`config.mk`:
```
export PLATFORM = sky130hd
export DESIGN_NAME = ebc_top
export DESIGN_NICKNAME = d
export VERILOG_FILES = /design/src/rtl/ebc_pkg.sv /design/src/rtl/ebc_cfg_regs.sv /design/src/rtl/ebc_decode.sv /design/src/rtl/ebc_seq.sv /design/src/rtl/ebc_top.sv
export SDC_FILE = /design/constraint.sdc
export NUM_CORES = 1
export LEC_CHECK = 0
export ABC_AREA = 1
export BUFFER_PORTS_ARGS = -buffer_cell sky130_fd_sc_hd__buf_2
export CORE_MARGIN = 5
export CORE_UTILIZATION = 35
export CTS_CLUSTER_DIAMETER = 100
export DETAILED_ROUTE_END_ITERATION = 12
export SKIP_LAST_GASP = 1
export SLEW_MARGIN = 15
export SYNTH_ARGS = -nofsm -noshare
export SYNTH_HDL_FRONTEND = slang
export SYNTH_HIERARCHICAL = 1
export SYNTH_SLANG_ARGS = --single-unit
```
`constraint.sdc`:
```
create_clock -name clk -period 2.18 [get_ports clk]
set_clock_uncertainty 0.15 [all_clocks]
set_input_delay 0.109 -clock clk [delete_from_list [all_inputs] [get_ports clk]]
set_output_delay 0.109 -clock clk [all_outputs]
set_load 0.02 [all_outputs]
```
`src/rtl/ebc_pkg.sv`:
```
package ebc_pkg;

    // Access sequencer states
    typedef enum logic [2:0] {
        ST_IDLE,
        ST_SETUP,
        ST_WAIT,
        ST_LAST,
        ST_DONE
    } ebc_state_e;

    // Window granularity: 64 KB
    localparam int GRAN_BITS = 16;

endpackage

```
`src/rtl/ebc_cfg_regs.sv`:
```
module ebc_cfg_regs #(
    parameter int AREAS  = 4,
    parameter int SEL_W  = 8,
    parameter int WAIT_W = 4,
    parameter int IDX_W  = 2,
    parameter int CFG_W  = 22
) (
    input  logic                          clk,
    input  logic                          rst_n,
    input  logic                          cfg_we,
    input  logic [IDX_W-1:0]              cfg_sel,
    input  logic [CFG_W-1:0]              cfg_wdata,
    output logic [AREAS-1:0]              area_en,
    output logic [AREAS-1:0][SEL_W-1:0]   area_base,
    output logic [AREAS-1:0][SEL_W-1:0]   area_mask,
    output logic [AREAS-1:0]              area_wide,
    output logic [AREAS-1:0][WAIT_W-1:0]  area_wait
);
    localparam int MASK_LO = SEL_W;
    localparam int WIDE_B  = 2 * SEL_W;
    localparam int WAIT_LO = WIDE_B + 1;
    localparam int EN_B    = WAIT_LO + WAIT_W;

    for (genvar i = 0; i < AREAS; i++) begin : g_area
        always_ff @(posedge clk or negedge rst_n) begin
            if (!rst_n) begin
                area_en[i]   <= 1'b0;
                area_base[i] <= '0;
                area_mask[i] <= '0;
                area_wide[i] <= 1'b0;
                area_wait[i] <= '0;
            end else if (cfg_we && (cfg_sel == IDX_W'(i))) begin
                area_base[i] <= cfg_wdata[MASK_LO-1:0];
                area_mask[i] <= cfg_wdata[WIDE_B-1:MASK_LO];
                area_wide[i] <= cfg_wdata[WIDE_B];
                area_wait[i] <= cfg_wdata[EN_B-1:WAIT_LO];
                area_en[i]   <= cfg_wdata[EN_B];
            end
        end
    end

endmodule

```
`src/rtl/ebc_decode.sv`:
```
module ebc_decode #(
    parameter int AREAS = 4,
    parameter int SEL_W = 8,
    parameter int IDX_W = 2
) (
    input  logic [SEL_W-1:0]             addr_hi,
    input  logic [AREAS-1:0]             area_en,
    input  logic [AREAS-1:0][SEL_W-1:0]  area_base,
    input  logic [AREAS-1:0][SEL_W-1:0]  area_mask,
    output logic                         hit,
    output logic [IDX_W-1:0]             hit_idx
);
    logic [AREAS-1:0] match;

    for (genvar i = 0; i < AREAS; i++) begin : g_match
        assign match[i] = area_en[i] &&
                          (((addr_hi ^ area_base[i]) & area_mask[i]) == '0);
    end

    // Lowest index has priority: scan downward so the last hit wins
    always_comb begin
        hit_idx = '0;
        for (int i = AREAS - 1; i >= 0; i--) begin
            if (match[i]) hit_idx = IDX_W'(i);
        end
    end

    assign hit = |match;

endmodule

```
`src/rtl/ebc_seq.sv`:
```
module ebc_seq
    import ebc_pkg::*;
#(
    parameter int AREAS  = 4,
    parameter int AW     = 24,
    parameter int WAIT_W = 4,
    parameter int IDX_W  = 2
) (
    input  logic              clk,
    input  logic              rst_n,
    input  logic              req_valid,
    input  logic              req_write,
    input  logic              req_size16,
    input  logic [AW-1:0]     req_addr,
    input  logic [15:0]       req_wdata,
    input  logic              hit,
    input  logic [IDX_W-1:0]  hit_idx,
    input  logic              hit_wide,
    input  logic [WAIT_W-1:0] hit_wait,
    output logic              req_ack,
    output logic              req_err,
    output logic [15:0]       req_rdata,
    output logic [AW-1:0]     ext_addr,
    output logic [AREAS-1:0]  ext_cs_n,
    output logic              ext_rd_n,
    output logic              ext_wr_n,
    output logic [1:0]        ext_be_n,
    output logic [15:0]       ext_dout,
    output logic              ext_doe,
    input  logic [15:0]       ext_din,
    input  logic              ext_rdy
);
    ebc_state_e        state_q, state_d;
    logic [WAIT_W-1:0] cnt_q, cnt_d;

    logic [AW-1:0]     addr_q;
    logic [15:0]       wdat_q;
    logic [15:0]       rdata_q;
    logic [IDX_W-1:0]  idx_q;
    logic [WAIT_W-1:0] wait_q;
    logic              write_q, size16_q, wide_q, err_q, phase_q;

    logic              accept, split, last_done;
    logic              active_d, strobe_d;
    logic [IDX_W-1:0]  idx_n;
    logic              write_n, err_n;

    logic [AREAS-1:0]  cs_n_q;
    logic              rd_n_q, wr_n_q, ack_q, err_o_q;

    assign accept    = (state_q == ST_IDLE) && req_valid;
    assign split     = size16_q && !wide_q;
    assign last_done = (state_q == ST_LAST) && ext_rdy;

    // State register
    always_ff @(posedge clk or negedge rst_n) begin
        if (!rst_n) begin
            state_q <= ST_IDLE;
            cnt_q   <= '0;
        end else begin
            state_q <= state_d;
            cnt_q   <= cnt_d;
        end
    end

    // Next-state logic
    always_comb begin
        state_d = state_q;
        cnt_d   = cnt_q;
        unique case (state_q)
            ST_IDLE: begin
                if (req_valid) state_d = hit ? ST_SETUP : ST_DONE;
            end
            ST_SETUP: begin
                cnt_d   = wait_q;
                state_d = (wait_q != '0) ? ST_WAIT : ST_LAST;
            end
            ST_WAIT: begin
                cnt_d = cnt_q - WAIT_W'(1);
                if (cnt_q == WAIT_W'(1)) state_d = ST_LAST;
            end
            ST_LAST: begin
                if (ext_rdy) state_d = (split && !phase_q) ? ST_SETUP : ST_DONE;
            end
            ST_DONE: begin
                state_d = ST_IDLE;
            end
            default: state_d = ST_IDLE;
        endcase
    end

    // Request capture, byte phase and read data
    always_ff @(posedge clk or negedge rst_n) begin
        if (!rst_n) begin
            addr_q   <= '0;
            wdat_q   <= '0;
            rdata_q  <= '0;
            idx_q    <= '0;
            wait_q   <= '0;
            write_q  <= 1'b0;
            size16_q <= 1'b0;
            wide_q   <= 1'b0;
            err_q    <= 1'b0;
            phase_q  <= 1'b0;
        end else begin
            if (accept) begin
                addr_q   <= req_addr;
                wdat_q   <= req_wdata;
                idx_q    <= hit_idx;
                wait_q   <= hit_wait;
                write_q  <= req_write;
                size16_q <= req_size16;
                wide_q   <= hit_wide;
                err_q    <= !hit;
                phase_q  <= 1'b0;
                rdata_q  <= '0;
            end
            if (last_done) begin
                if (split) begin
                    if (phase_q) rdata_q[15:8] <= ext_din[7:0];
                    else         rdata_q[7:0]  <= ext_din[7:0];
                    phase_q <= 1'b1;
                end else if (wide_q && size16_q) begin
                    rdata_q <= ext_din;
                end else if (wide_q) begin
                    rdata_q <= {8'h00, addr_q[0] ? ext_din[15:8] : ext_din[7:0]};
                end else begin
                    rdata_q <= {8'h00, ext_din[7:0]};
                end
            end
        end
    end

    // Values the registered outputs take in the next state
    assign idx_n    = accept ? hit_idx : idx_q;
    assign write_n  = accept ? req_write : write_q;
    assign err_n    = accept ? !hit : err_q;
    assign active_d = (state_d == ST_SETUP) || (state_d == ST_WAIT) || (state_d == ST_LAST);
    assign strobe_d = (state_d == ST_WAIT) || (state_d == ST_LAST);

    // Registered control outputs
    always_ff @(posedge clk or negedge rst_n) begin
        if (!rst_n) begin
            cs_n_q  <= '1;
            rd_n_q  <= 1'b1;
            wr_n_q  <= 1'b1;
            ack_q   <= 1'b0;
            err_o_q <= 1'b0;
        end else begin
            for (int i = 0; i < AREAS; i++) begin
                cs_n_q[i] <= !(active_d && (idx_n == IDX_W'(i)));
            end
            rd_n_q  <= !(strobe_d && !write_n);
            wr_n_q  <= !(strobe_d && write_n);
            ack_q   <= (state_d == ST_DONE);
            err_o_q <= (state_d == ST_DONE) && err_n;
        end
    end

    // Address, lanes and data, all from captured registers
    always_comb begin
        ext_addr = split ? {addr_q[AW-1:1], phase_q} : addr_q;
        if (wide_q && size16_q) begin
            ext_be_n = 2'b00;
            ext_dout = wdat_q;
        end else if (wide_q) begin
            ext_be_n = addr_q[0] ? 2'b01 : 2'b10;
            ext_dout = {wdat_q[7:0], wdat_q[7:0]};
        end else begin
            ext_be_n = 2'b10;
            ext_dout = {8'h00, (split && phase_q) ? wdat_q[15:8] : wdat_q[7:0]};
        end
    end

    assign ext_doe   = write_q && (state_q != ST_IDLE) && (state_q != ST_DONE);
    assign ext_cs_n  = cs_n_q;
    assign ext_rd_n  = rd_n_q;
    assign ext_wr_n  = wr_n_q;
    assign req_ack   = ack_q;
    assign req_err   = err_o_q;
    assign req_rdata = rdata_q;

endmodule

```
`src/rtl/ebc_top.sv`:
```
module ebc_top
    import ebc_pkg::*;
#(
    parameter int AREAS  = 4,
    parameter int AW     = 24,
    parameter int WAIT_W = 4,
    localparam int IDX_W = (AREAS > 1) ? $clog2(AREAS) : 1,
    localparam int SEL_W = AW - GRAN_BITS,
    localparam int CFG_W = 2 * SEL_W + WAIT_W + 2
) (
    input  logic              clk,
    input  logic              rst_n,
    input  logic              cfg_we,
    input  logic [IDX_W-1:0]  cfg_sel,
    input  logic [CFG_W-1:0]  cfg_wdata,
    input  logic              req_valid,
    input  logic              req_write,
    input  logic              req_size16,
    input  logic [AW-1:0]     req_addr,
    input  logic [15:0]       req_wdata,
    output logic              req_ack,
    output logic              req_err,
    output logic [15:0]       req_rdata,
    output logic [AW-1:0]     ext_addr,
    output logic [AREAS-1:0]  ext_cs_n,
    output logic              ext_rd_n,
    output logic              ext_wr_n,
    output logic [1:0]        ext_be_n,
    output logic [15:0]       ext_dout,
    output logic              ext_doe,
    input  logic [15:0]       ext_din,
    input  logic              ext_rdy
);
    logic [AREAS-1:0]              area_en;
    logic [AREAS-1:0][SEL_W-1:0]   area_base;
    logic [AREAS-1:0][SEL_W-1:0]   area_mask;
    logic [AREAS-1:0]              area_wide;
    logic [AREAS-1:0][WAIT_W-1:0]  area_wait;
    logic                          hit;
    logic [IDX_W-1:0]              hit_idx;

    ebc_cfg_regs #(
        .AREAS(AREAS), .SEL_W(SEL_W), .WAIT_W(WAIT_W), .IDX_W(IDX_W), .CFG_W(CFG_W)
    ) u_regs (
        .clk(clk), .rst_n(rst_n),
        .cfg_we(cfg_we), .cfg_sel(cfg_sel), .cfg_wdata(cfg_wdata),
        .area_en(area_en), .area_base(area_base), .area_mask(area_mask),
        .area_wide(area_wide), .area_wait(area_wait)
    );

    ebc_decode #(
        .AREAS(AREAS), .SEL_W(SEL_W), .IDX_W(IDX_W)
    ) u_dec (
        .addr_hi(req_addr[AW-1:GRAN_BITS]),
        .area_en(area_en), .area_base(area_base), .area_mask(area_mask),
        .hit(hit), .hit_idx(hit_idx)
    );

    ebc_seq #(
        .AREAS(AREAS), .AW(AW), .WAIT_W(WAIT_W), .IDX_W(IDX_W)
    ) u_seq (
        .clk(clk), .rst_n(rst_n),
        .req_valid(req_valid), .req_write(req_write), .req_size16(req_size16),
        .req_addr(req_addr), .req_wdata(req_wdata),
        .hit(hit), .hit_idx(hit_idx),
        .hit_wide(area_wide[hit_idx]), .hit_wait(area_wait[hit_idx]),
        .req_ack(req_ack), .req_err(req_err), .req_rdata(req_rdata),
        .ext_addr(ext_addr), .ext_cs_n(ext_cs_n), .ext_rd_n(ext_rd_n),
        .ext_wr_n(ext_wr_n), .ext_be_n(ext_be_n), .ext_dout(ext_dout),
        .ext_doe(ext_doe), .ext_din(ext_din), .ext_rdy(ext_rdy)
    );

endmodule

```
==> impl_metrics.csv <==
group,metric,value,unit
global_routing,grt_pass1_wl,41600,microns
clock_tree,cts_root_buf,"clkbuf_16",
global_routing,grtUsageTotal,18.4,%
timing,setup_viol,0,
timing,setup_ws,40.6,ps
floorplanning,core-area,0.0241,sq mm
global_routing,grt_pass1_vias,7757,
power_and_ir_drop,vdd_drop_max,438,uV
floorplanning,pin_count,154,
synthesis,yosys.area_share.simple,34.9,%
synthesis,synth-adder-area-share,0.295,%
synthesis,synth-xor-area-share,0.310,%
placed_design,dp_slack,22.8,ps
synthesis,synth_fp_nets,1177,
power_and_ir_drop,finalPower,12000,uW
routing,drc,0,
timing,tightest_slew,566,ps
synthesis,synth.avg_cell_area,7.80,sq um
final_layout,drive_gt1_share,20.1,%
critical_path,crit_path_max_fanout,20,
critical_path,crit_required,2360,ps
routing,wl_per_cell,15.4,microns
routing,drt_wl_total,25300,microns
clock_tree,insertion_delay,430,ps
critical_path,crit_arrival,2320,ps
final_layout,area_delta_synth_final,30.2,%
hold_path,hold_class,"primary input to asynchronous set/reset pin",
clock_tree,cts_buffer_depth,2,
critical_path,critPathKind,"register to register",
floorplanning,die_y,166,microns
floorplanning,die_w,166,microns
timing,hold_viol,0,
routing,ant_nets,0,
synthesis,ys_ff_latch,170,
placed_design,place.gp.congestion,0.818,
timing,max_freq,467,MHz
timing,min_period_over_period,98.1,%
synthesis,netlist_area,0.00848,sq mm
routing,wl_met2,11700,microns
timing,maxSlewViolCount,0,
synthesis,synth_mux_area_share,0,%
routing,wl_met3,1680,microns
routing,via_per_inst,4.83,
floorplanning,die_area,0.0274,sq mm
synthesis,ys.flop_type,"dfrtp_1",
routing,drtPass1Iterations,6,
synthesis,yosysWarnings,6,
synthesis,synth_edf_count,0,
synthesis,synthDistinctLibCells,29,
final_layout,diodes,0,
routing,vias,7953,
critical_path,worstSetupEndpointType,"register",
synthesis,synth_seq_area_share,50.2,%
timing,rsz0062_at_grt,"yes",
global_routing,grt_max_degree,54,
clock_tree,cts_tree,"built",
placed_design,place_hpwl,16800,microns
critical_path,start_kind,"register",
routing,wl_met1,11600,microns
job,cap_violations,0,
routing,drtIter0Drc,703,
placed_design,port_buffers,153,
synthesis,synth_compound_area_share,4.50,%
clock_tree,clk_pin_slew,70,ps
synthesis,synth_top_family_by_area,"simple AND/OR/NAND/NOR gates",
global_routing,antenna_found_initial,0,
final_layout,fin_nets,1398,
status,outcome,"finished clean",
routing,top_layer,"met4",
clock_tree,htreeDepth,4,
power_and_ir_drop,power_per_cell_area,1090,mW/mm^2
synthesis,netlist_instances,1088,
clock_tree,cts_buffers,17,
floorplanning,num_rows,57,
clock_tree,clkSinkCount,170,
synthesis,async_flop_share,100,%
global_routing,overflow,0,
timing,slew-limit-headroom,62.2,%
timing,post-route-min-period,2140,ps
floorplanning,start_util,35.2,%
power_and_ir_drop,p_leak,0.00584,uW
==> routing by layer <==
layer,vias to the layer above,global-route usage (%)
met5,-,0
met4,0,4.45
met3,25,3.77
met2,290,29.4
met1,3746,25.8
li1,3892,-
==> path summary, 6_finish.rpt <==
path | start | depth (start not counted) | end | slack, ps
max in group asynchronous | rst_n | 3 | u_seq/req_ack | 1090
setup / recovery | u_seq/wide_q | 8 | u_seq/req_rdata[3] | 40
hold / removal | rst_n | 2 | u_regs/area_base[2] | 70
min in group clk | req_addr[8] | 4 | u_seq/addr_q[8] | 250
hold reg to reg | u_seq/err_q | 2 | u_seq/err_q | 320
setup reg to reg | u_seq/wide_q | 8 | u_seq/req_rdata[3] | 40
==> worst max-delay path, cell delays in order (launching register included) <==
cell and delay [ps]:
dfrtp_1 410, buf_4 230, nand3_2 140, clkinvlp_4 180
nand2_1 110, o21ai_0 100, dlygate4sd3_1 600, nand2_1 80
nand2_1 50
==> cell usage after synthesis, types with 5 or more instances <==
library cell	instances	share of area [%]
nand2_1	456	20
dfrtp_1	164	48
nand3_1	85	5.0
inv_1	83	3.7
nand4_1	70	5.2
o21ai_0	54	3.2
buf_2	37	2.2
nor2_1	32	1.4
buf_4	31	2.7
or2_1	13	0.96
nand3_2	7	0.83
dfstp_2	6	1.9
nor2_2	6	0.44
buf_6	5	0.66
==> cell usage in the layout (no fill, tap or decap), types with 3 or more instances in the layout <==
cell / count
dfrtp_1: 164
buf_2: 149
nor2_1: 29
inv_6: 5
nand2_1: 453
o21ai_1: 6
dfstp_2: 6
o21ai_2: 4
nor2_4: 3
nor2_2: 9
inv_2: 3
buf_12: 3
clkinvlp_4: 3
nand4_1: 70
nand3_2: 10
inv_1: 83
o21ai_0: 52
or2_1: 13
clkbuf_16: 17
nand3_1: 82
buf_4: 31
dlygate4sd3_1: 93
xor2_1: 3
nand2_2: 7
buf_6: 3
==> power breakdown <==
group / leakage (uW) / internal [uW] / switching, uW
Clock: 0.000285 / 1670 / 1390
Sequential: 0.00213 / 4080 / 500
Combinational: 0.00343 / 1530 / 2850
==> stage by stage <==
step	area (sq um)	utilization [%]	hold WS, ps	cells	setup TNS [ps]
after global routing	11000	45.8	122	1646	-30.7
after detailed placement	9420	39.1	-27.8	1515	0
after floorplan	8480	-	-337	1088	0
after CTS	10900	45.4	88.4	1640	0
final	11000	45.8	70.4	1646	0
after global placement	9420	39.1	-35.9	1515	0
==> repair_timing <==
item                                    4_1_cts  5_1_grt
endpoints found under the setup margin        3       19
hold buffers                                 93        0
pin swaps                                     0        8
endpoints found under the hold margin       265        0
buffers inserted                              0        6
resized for setup                             1       19
==> cell families after synthesis <==
family          count (synthesis)
compound gates                 69
xor+xnor                        3
fa+ha+maj                       2
buf+inv                       167
flops                         170
simple gates                  677
==> flip-flops by register name, indices dropped and copies added (netlist names), 16 cells and up <==
register	count
u_seq/wdat_q	16
u_seq/req_rdata	16
u_regs/area_wait	16
u_regs/area_base	32
u_regs/area_mask	32
u_seq/addr_q	24
==> final cells by class <==
class | instances | area (sq um)
Sequential cell | 170 | 4260
Multi-Input combinational cell | 751 | 3430
Fill cell | 2421 | 13100
Timing Repair Buffer | 281 | 2020
Clock inverter | 13 | 134
Tap cell | 324 | 405
Inverter | 88 | 334
Clock buffer | 19 | 453
No activity file was read; power rests on OpenSTA's default activity.
